--- src/rtl/ldt_pkg.sv ---
package ldt_pkg;

  typedef enum logic [2:0] {
    ST_MON_LD,
    ST_MON,
    ST_TUN_LD,
    ST_TUN,
    ST_SLACK,
    ST_ADJ
  } ldt_state_e;

  typedef enum logic [1:0] {
    CLS_FAST,
    CLS_TUNED,
    CLS_SLOW
  } ldt_cls_e;

  // earliest latch holding new data decides the class
  function automatic ldt_cls_e classify(input logic [2:0] smp);
    if (smp[0]) return CLS_FAST;
    if (smp[1]) return CLS_TUNED;
    return CLS_SLOW;
  endfunction

endpackage

--- src/rtl/ldt_sweep.sv ---
module ldt_sweep #(
  parameter int unsigned DLY_W = 10,
  parameter int unsigned SET_W = 8
) (
  input  logic             clk_i,
  input  logic             rst_ni,
  input  logic             load_i,
  input  logic             up_i,
  input  logic [SET_W-1:0] settle_i,
  input  logic [2:0]       smp_i,
  output logic [DLY_W-1:0] code_o,
  output logic             meas_o,
  output logic             done_o
);
  localparam logic [DLY_W-1:0] CODE_MAX = '1;
  localparam logic [DLY_W-1:0] CODE_ONE = DLY_W'(1);
  localparam logic [SET_W-1:0] CNT_ONE  = SET_W'(1);

  logic [DLY_W-1:0] code_q;
  logic [SET_W-1:0] cnt_q;
  logic [2:0]       ref_q;
  logic             first_q, act_q, up_q;
  logic             at_lim, diff;

  assign at_lim = up_q ? (code_q == CODE_MAX) : (code_q == '0);
  assign meas_o = act_q && (cnt_q >= settle_i);
  assign diff   = !first_q && (smp_i != ref_q);
  assign done_o = meas_o && (at_lim || diff);
  assign code_o = code_q;

  always_ff @(posedge clk_i or negedge rst_ni) begin
    if (!rst_ni) begin
      code_q  <= '0;
      cnt_q   <= '0;
      ref_q   <= '0;
      first_q <= 1'b0;
      act_q   <= 1'b0;
      up_q    <= 1'b0;
    end else if (load_i) begin
      code_q  <= up_i ? '0 : CODE_MAX;
      up_q    <= up_i;
      cnt_q   <= '0;
      first_q <= 1'b1;
      act_q   <= 1'b1;
    end else if (act_q) begin
      if (!meas_o) begin
        cnt_q <= cnt_q + CNT_ONE;
      end else begin
        if (first_q) begin
          ref_q   <= smp_i;
          first_q <= 1'b0;
        end
        if (done_o) begin
          act_q <= 1'b0;
        end else begin
          code_q <= up_q ? code_q + CODE_ONE : code_q - CODE_ONE;
          cnt_q  <= '0;
        end
      end
    end
  end


  code_step_chk: assert property (@(posedge clk_i) disable iff (!rst_ni)
    (code_q != $past(code_q)) |->
      ($past(load_i) || code_q == $past(code_q) + CODE_ONE || code_q == $past(code_q) - CODE_ONE));


  done_meas_chk: assert property (@(posedge clk_i) disable iff (!rst_ni)
    done_o |=> !act_q || load_i);

endmodule

--- src/rtl/ldt_clk_step.sv ---
module ldt_clk_step #(
  parameter int unsigned OSC_W = 10,
  parameter int unsigned DIV_W = 8
) (
  input  logic             clk_i,
  input  logic             rst_ni,
  input  logic             inc_i,
  input  logic             dec_i,
  output logic [OSC_W-1:0] osc_o,
  output logic [DIV_W-1:0] div_o
);
  localparam logic [OSC_W-1:0] OSC_MAX = '1;
  localparam logic [OSC_W-1:0] OSC_MID = OSC_W'(1) << (OSC_W - 1);
  localparam logic [OSC_W-1:0] OSC_ONE = OSC_W'(1);
  localparam logic [DIV_W-1:0] DIV_MAX = '1;
  localparam logic [DIV_W-1:0] DIV_ONE = DIV_W'(1);

  logic [OSC_W-1:0] osc_q;
  logic [DIV_W-1:0] div_q;

  always_ff @(posedge clk_i or negedge rst_ni) begin
    if (!rst_ni) begin
      osc_q <= OSC_MID;
      div_q <= DIV_ONE;
    end else if (inc_i) begin
      if (osc_q == OSC_MAX) begin
        osc_q <= OSC_MID;
        if (div_q != DIV_MAX) div_q <= div_q + DIV_ONE;
      end else begin
        osc_q <= osc_q + OSC_ONE;
      end
    end else if (dec_i) begin
      if (osc_q == '0) begin
        osc_q <= OSC_MID;
        if (div_q != DIV_ONE) div_q <= div_q - DIV_ONE;
      end else begin
        osc_q <= osc_q - OSC_ONE;
      end
    end
  end

  assign osc_o = osc_q;
  assign div_o = div_q;


  one_dir_chk: assert property (@(posedge clk_i) disable iff (!rst_ni) !(inc_i && dec_i));


  osc_step_chk: assert property (@(posedge clk_i) disable iff (!rst_ni)
    (osc_q != $past(osc_q)) |->
      (osc_q == OSC_MID || osc_q == $past(osc_q) + OSC_ONE || osc_q == $past(osc_q) - OSC_ONE));


  div_range_chk: assert property (@(posedge clk_i) disable iff (!rst_ni) div_q != '0);


  div_reload_chk: assert property (@(posedge clk_i) disable iff (!rst_ni)
    (div_q != $past(div_q)) |-> (osc_q == OSC_MID));

endmodule

--- src/rtl/ldt_lock.sv ---
module ldt_lock #(
  parameter int unsigned CNT_W = 8
) (
  input  logic             clk_i,
  input  logic             rst_ni,
  input  logic             eval_i,
  input  logic             hit_i,
  input  logic [CNT_W-1:0] need_i,
  output logic             locked_o
);
  localparam logic [CNT_W-1:0] CNT_MAX = '1;
  localparam logic [CNT_W-1:0] CNT_ONE = CNT_W'(1);

  logic [CNT_W-1:0] cnt_q, cnt_nxt;
  logic             locked_q;

  assign cnt_nxt = (cnt_q == CNT_MAX) ? cnt_q : cnt_q + CNT_ONE;

  always_ff @(posedge clk_i or negedge rst_ni) begin
    if (!rst_ni) begin
      cnt_q    <= '0;
      locked_q <= 1'b0;
    end else if (eval_i) begin
      if (hit_i) begin
        cnt_q    <= cnt_nxt;
        locked_q <= (cnt_nxt >= need_i);
      end else begin
        cnt_q    <= '0;
        locked_q <= 1'b0;
      end
    end
  end

  assign locked_o = locked_q;


  lock_rise_chk: assert property (@(posedge clk_i) disable iff (!rst_ni)
    $rose(locked_q) |-> $past(eval_i && hit_i));


  lock_drop_chk: assert property (@(posedge clk_i) disable iff (!rst_ni)
    (eval_i && !hit_i) |=> !locked_q);

endmodule

--- src/rtl/ldt_ctrl.sv ---
module ldt_ctrl
  import ldt_pkg::*;
#(
  parameter int unsigned DLY_W = 10,
  parameter int unsigned OSC_W = 10,
  parameter int unsigned DIV_W = 8,
  parameter int unsigned SET_W = 8,
  parameter int unsigned CNT_W = 8
) (
  input  logic             clk_i,
  input  logic             rst_ni,
  input  logic [2:0]       smp_i,
  input  logic [SET_W-1:0] settle_i,
  input  logic [DLY_W-1:0] slack_hi_i,
  input  logic [DLY_W-1:0] slack_lo_i,
  input  logic [CNT_W-1:0] lock_need_i,
  output logic [DLY_W-1:0] dly_code_o,
  output logic [OSC_W-1:0] osc_code_o,
  output logic [DIV_W-1:0] div_code_o,
  output logic             locked_o
);
  ldt_state_e       state_q;
  logic [DLY_W-1:0] end_q, start_q, slack_q, code;
  logic             load, up, meas, done, in_search;
  logic             too_slow, over, under, adj, inc, dec;

  assign load      = (state_q == ST_MON_LD) || (state_q == ST_TUN_LD);
  assign up        = (state_q == ST_TUN_LD);
  assign in_search = (state_q == ST_MON) || (state_q == ST_TUN);
  assign too_slow  = in_search && meas && (classify(smp_i) == CLS_SLOW);
  assign adj       = (state_q == ST_ADJ);
  assign over      = slack_q > slack_hi_i;
  assign under     = !over && (slack_q < slack_lo_i);
  assign dec       = adj && over;
  assign inc       = too_slow || (adj && under);

  ldt_sweep #(.DLY_W(DLY_W), .SET_W(SET_W)) u_sweep (
    .clk_i    (clk_i),
    .rst_ni   (rst_ni),
    .load_i   (load),
    .up_i     (up),
    .settle_i (settle_i),
    .smp_i    (smp_i),
    .code_o   (code),
    .meas_o   (meas),
    .done_o   (done)
  );

  ldt_clk_step #(.OSC_W(OSC_W), .DIV_W(DIV_W)) u_clk (
    .clk_i  (clk_i),
    .rst_ni (rst_ni),
    .inc_i  (inc),
    .dec_i  (dec),
    .osc_o  (osc_code_o),
    .div_o  (div_code_o)
  );

  ldt_lock #(.CNT_W(CNT_W)) u_lock (
    .clk_i    (clk_i),
    .rst_ni   (rst_ni),
    .eval_i   (adj),
    .hit_i    (!over && !under),
    .need_i   (lock_need_i),
    .locked_o (locked_o)
  );

  always_ff @(posedge clk_i or negedge rst_ni) begin
    if (!rst_ni) begin
      state_q <= ST_MON_LD;
      end_q   <= '0;
      start_q <= '0;
      slack_q <= '0;
    end else begin
      unique case (state_q)
        ST_MON_LD: state_q <= ST_MON;
        ST_MON: if (done) begin
          end_q   <= code;
          state_q <= ST_TUN_LD;
        end
        ST_TUN_LD: state_q <= ST_TUN;
        ST_TUN: if (done) begin
          start_q <= code;
          state_q <= ST_SLACK;
        end
        ST_SLACK: begin
          slack_q <= (end_q > start_q) ? end_q - start_q : '0;
          state_q <= ST_ADJ;
        end
        ST_ADJ:  state_q <= ST_MON_LD;
        default: state_q <= ST_MON_LD;
      endcase
    end
  end

  assign dly_code_o = code;


  tune_up_chk: assert property (@(posedge clk_i) disable iff (!rst_ni)
    (state_q == ST_TUN && $past(state_q == ST_TUN)) |-> (code >= $past(code)));


  mon_down_chk: assert property (@(posedge clk_i) disable iff (!rst_ni)
    (state_q == ST_MON && $past(state_q == ST_MON)) |-> (code <= $past(code)));


  slack_pos_chk: assert property (@(posedge clk_i) disable iff (!rst_ni)
    (state_q == ST_ADJ) |-> (slack_q <= end_q));

endmodule

--- config.mk ---
export PLATFORM = sky130hd
export DESIGN_NAME = ldt_ctrl
export DESIGN_NICKNAME = d
export VERILOG_FILES = /design/src/rtl/ldt_pkg.sv /design/src/rtl/ldt_sweep.sv /design/src/rtl/ldt_clk_step.sv /design/src/rtl/ldt_lock.sv /design/src/rtl/ldt_ctrl.sv
export SDC_FILE = /design/constraint.sdc
export NUM_CORES = 1
export LEC_CHECK = 0
export CAP_MARGIN = 20
export CORE_ASPECT_RATIO = 0.7
export CORE_UTILIZATION = 50
export DETAILED_ROUTE_END_ITERATION = 8
export GPL_ROUTABILITY_DRIVEN = 0
export PLACE_DENSITY = 0.77
export SLEW_MARGIN = 20
export SYNTH_ARGS = -nofsm -noshare
export SYNTH_HDL_FRONTEND = slang
export SYNTH_SLANG_ARGS = --single-unit
--- constraint.sdc ---
create_clock -name clk_i -period 3.6 [get_ports clk_i]
set_input_delay 0.72 -clock clk_i [delete_from_list [all_inputs] [get_ports clk_i]]
set_output_delay 0.72 -clock clk_i [all_outputs]
set_load 0.02 [all_outputs]
==> flow_summary_export.csv <==
group,metric,value,unit
status,outcome,"complete, no violations",
placed_design,postPlaceCellArea,6809,sq um
routing,wl,13.29,mm
final_layout,layout.nets,829,
critical_path,r2r-start,"u_lock.cnt_q[0]",
grt,grt_overflow,0,
logic_synthesis,ys_warn_count,0,
power_and_ir_drop,p_comb_share,45.2,%
routing,route.met3.wl,720,um
cts,htree_levels,3,
power_and_ir_drop,switchingPower,1.754,mW
critical_path,cp_cell_sequence,"clkdlybuf4s50_1, inv_1, ha_1, and3_1, o2111a_1, a22oi_4, or4_4, nand3_1, inv_1, a211o_1, a22o_1",
critical_path,cp_num_buf_inv,3,
final_layout,area_delta_synth_final,21.59,%
final_layout,final_cells,884,
grt,grt_pass1_vias,4799,
sta,final-hold-violation-count,0,
cts,cts_buffers,9,
grt,grt_max_degree,85,
critical_path,critical-path-top-delay-family,"simple AND/OR/NAND/NOR gates",
logic_synthesis,async_flop_share,100.0,%
logic_synthesis,ys_seq_area_share,36.06,%
final_layout,design_area,7097,sq um
logic_synthesis,yosys.area.top_type,"dfrtp_1",
power_and_ir_drop,power_density,629.2,nW/um^2
cts,path_clk_slew,60,ps
logic_synthesis,synthFlopType,"dfrtp_1",
sta,report.final.setup_viol,0,
sta,hold_slack,402.9,ps
logic_synthesis,synth_nets,742,
cts,cts_root_buffer,"clkbuf_16",
routing,detail-route-antenna-nets,0,
critical_path,r2r_slack,750,ps
grt,track_usage,23.66,%
routing,drcViolationCount,0,
logic_synthesis,synth_seq_cells,84,
floorplan,initial_core_util,52.25,%
sta,post-route-period-util,89.82,%
cts,postCtsHoldBufs,0,
sta,clock_skew,7.334,ps
logic_synthesis,synth_edf_count,0,
grt,grt_pass1_wl,23.23,mm
logic_synthesis,synth_top_cell_area_share,35.16,%
logic_synthesis,synth.avg_cell_area,9.134,sq um
critical_path,cpMostUsedCell,"inv_1",
floorplan,rows,32,
sta,worst_pin_slew,940.0,ps
logic_synthesis,syn_inst,639,
final_layout,mostFrequentLayoutCells,"dfrtp_1 (82), nand2_1 (71), clkdlybuf4s50_1 (68)",
routing,detail_route.wl_per_cell,15.04,um
critical_path,regToRegEndpoint,"u_lock.locked_o",
run,maxCapViolCount,0,
placed_design,portBuffers,69,
min_path,hold_path_class,"in2async",
cts,clkLatencyLatePin,340,ps
sta,post-route-min-period,3233,ps
logic_synthesis,syn-cell-area,5837,sq um
routing,drt_iter0_markers,352,
sta,slew_viol_final,0,
placed_design,dp_hpwl,10.18,mm
cts,post_cts_buffers,0,
floorplan,fp.dieW,131.1,um
grt,antenna_found_initial,0,
logic_synthesis,synthTopCellsByArea,"dfrtp_1 (35%), ha_1 (13%), o21ai_0 (4.9%)",
floorplan,ios,70,
power_and_ir_drop,internal_power,2.711,mW
logic_synthesis,synth.distinct_cells,73,
final_layout,layout_commonest_cell,"dfrtp_1",
critical_path,critPathMaxStageDelay,540,ps
sta,rsz0062_at_grt,"no",
routing,route.vias.total,4985,
power_and_ir_drop,p_clk_share,20.0,%
power_and_ir_drop,peakVddDrop,0.5130,mV
placed_design,place_inst,868,
critical_path,crit_fanout,6,
final_layout,fin_util,63.53,%
sta,fmax,309.3,MHz
critical_path,arrival,3460,ps
critical_path,start_kind,"primary input",
sta,finalSetupTns,0,ps
critical_path,cp.required,3830,ps
final_layout,n_antenna_cell,0,
power_and_ir_drop,swShare,39.29,%
cts,clock_sinks,84,
routing,highest_layer,"met4",
placed_design,post-place-ws,45.37,ps
final_layout,layout-drive-gt1-share,10.81,%
floorplan,die_area,12120,sq um
critical_path,endpoint_kind,"flip-flop",
routing,first_pass_iters,5,
routing,route.met2.wl,5.856,mm
sta,setup_ws,366.5,ps
critical_path,crit_type,"in2reg",
cts,cts_tree,"built",
cts,clock_path_buffers,2,
power_and_ir_drop,leakagePower,3.317,nW
sta,slew_headroom,36.85,%
floorplan,die_h,92.40,um
routing,m1WireLength,6.559,mm
power_and_ir_drop,p_seq_share,34.7,%
cts,ctsResizeCount,0,
routing,vias_per_cell,5.639,
power_and_ir_drop,finalPower,4.465,mW
critical_path,reg2reg_depth,14,
floorplan,core,11170,sq um
critical_path,slowest_stage,"or4_4",
synth_stat cells, drive strengths merged, types with 3 or more instances:
library cell	n
a211oi	3
o21ai	65
nor4	8
clkbuf	9
o22ai	3
inv	63
dfrtp	82
nor2b	3
mux2i	3
and4	3
nand3	25
nand4	6
nand2	72
nand2b	4
a21o	10
and3	12
or3	7
mux2	17
a21oi	31
a31oi	5
a22o	13
o21a	5
xor2	5
o21bai	5
nor3	12
or2	3
ha	60
o31ai	3
nor2	32
xnor2	27
layout make-up:
class,count,area (sq um)
Fill cell,912,4074
Multi-Input combinational cell,480,3450
Sequential cell,84,2105
Timing Repair Buffer,87,827.0
Inverter,64,240.2
Clock buffer,10,229.0
Tap cell,153,191.4
Clock inverter,6,55.05
how the worst max path moves through the flow:
stage / startpoint / endpoint / cells after the start
floorplan: slack_hi_i[5] / u_clk.div_o[3] / 10
CTS: settle_i[7] / u_clk.osc_o[5] / 11
detailed placement: settle_i[7] / u_clk.osc_o[5] / 11
global placement: slack_hi_i[5] / u_clk.osc_o[5] / 12
finish: settle_i[7] / u_clk.osc_o[5] / 11
global route: slack_hi_i[5] / u_clk.osc_o[6] / 13
metal layers:
layer | vias to the layer above | track usage [%]
met5 | - | 0
met4 | 0 | 6.471
met3 | 17 | 4.215
met2 | 134 | 37.41
li1 | 2466 | -
met1 | 2368 | 33.30
sequential cells by signal, summed over array words and instances (netlist names), 3 cells and up:
register        cells
u_clk.div_o         8
u_lock.cnt_q        8
u_sweep.cnt_q       8
u_sweep.code_o     10
end_q              10
slack_q            10
state_q             3
start_q            10
u_sweep.ref_q       3
u_clk.osc_o        10
power by group through the flow:
stage	Clock [mW]	Sequential, mW	Combinational [mW]
after floorplan	0	1.56	1.34
after CTS	0.916	1.55	2.02
final	0.895	1.55	2.02
after global routing	0.950	1.60	2.28
after detailed placement	0	1.56	2.00
after global placement	0	1.55	1.94
worst register-to-register path, cell delays in order (launching register included):
cell and delay (ps):
dfrtp_1 440, ha_1 240, nand2_1 100, nor2_1 210, nand3_1 230, xnor2_1 210
ha_1 250, nand2b_1 140, a21o_1 170, a21o_1 160, a21oi_1 170, nor2b_1 70
o21ai_0 140, o2bb2ai_1 130, o21ai_0 80
logic make-up (layout without fill, tap and decap cells):
kind of cell / after synthesis / in the layout / synth area share [%]
AO/OA/AOI/OAI: 172 / 172 / 20.71
AND/OR/NAND/NOR: 194 / 194 / 16.25
adder cells (fa/ha/maj): 62 / 62 / 13.55
multiplexers: 20 / 20 / 3.794
buffers and inverters: 75 / 167 / 4.844
flip-flops: 84 / 84 / 36.06
XOR/XNOR: 32 / 32 / 4.802
No activity file was read; power rests on OpenSTA's default activity.
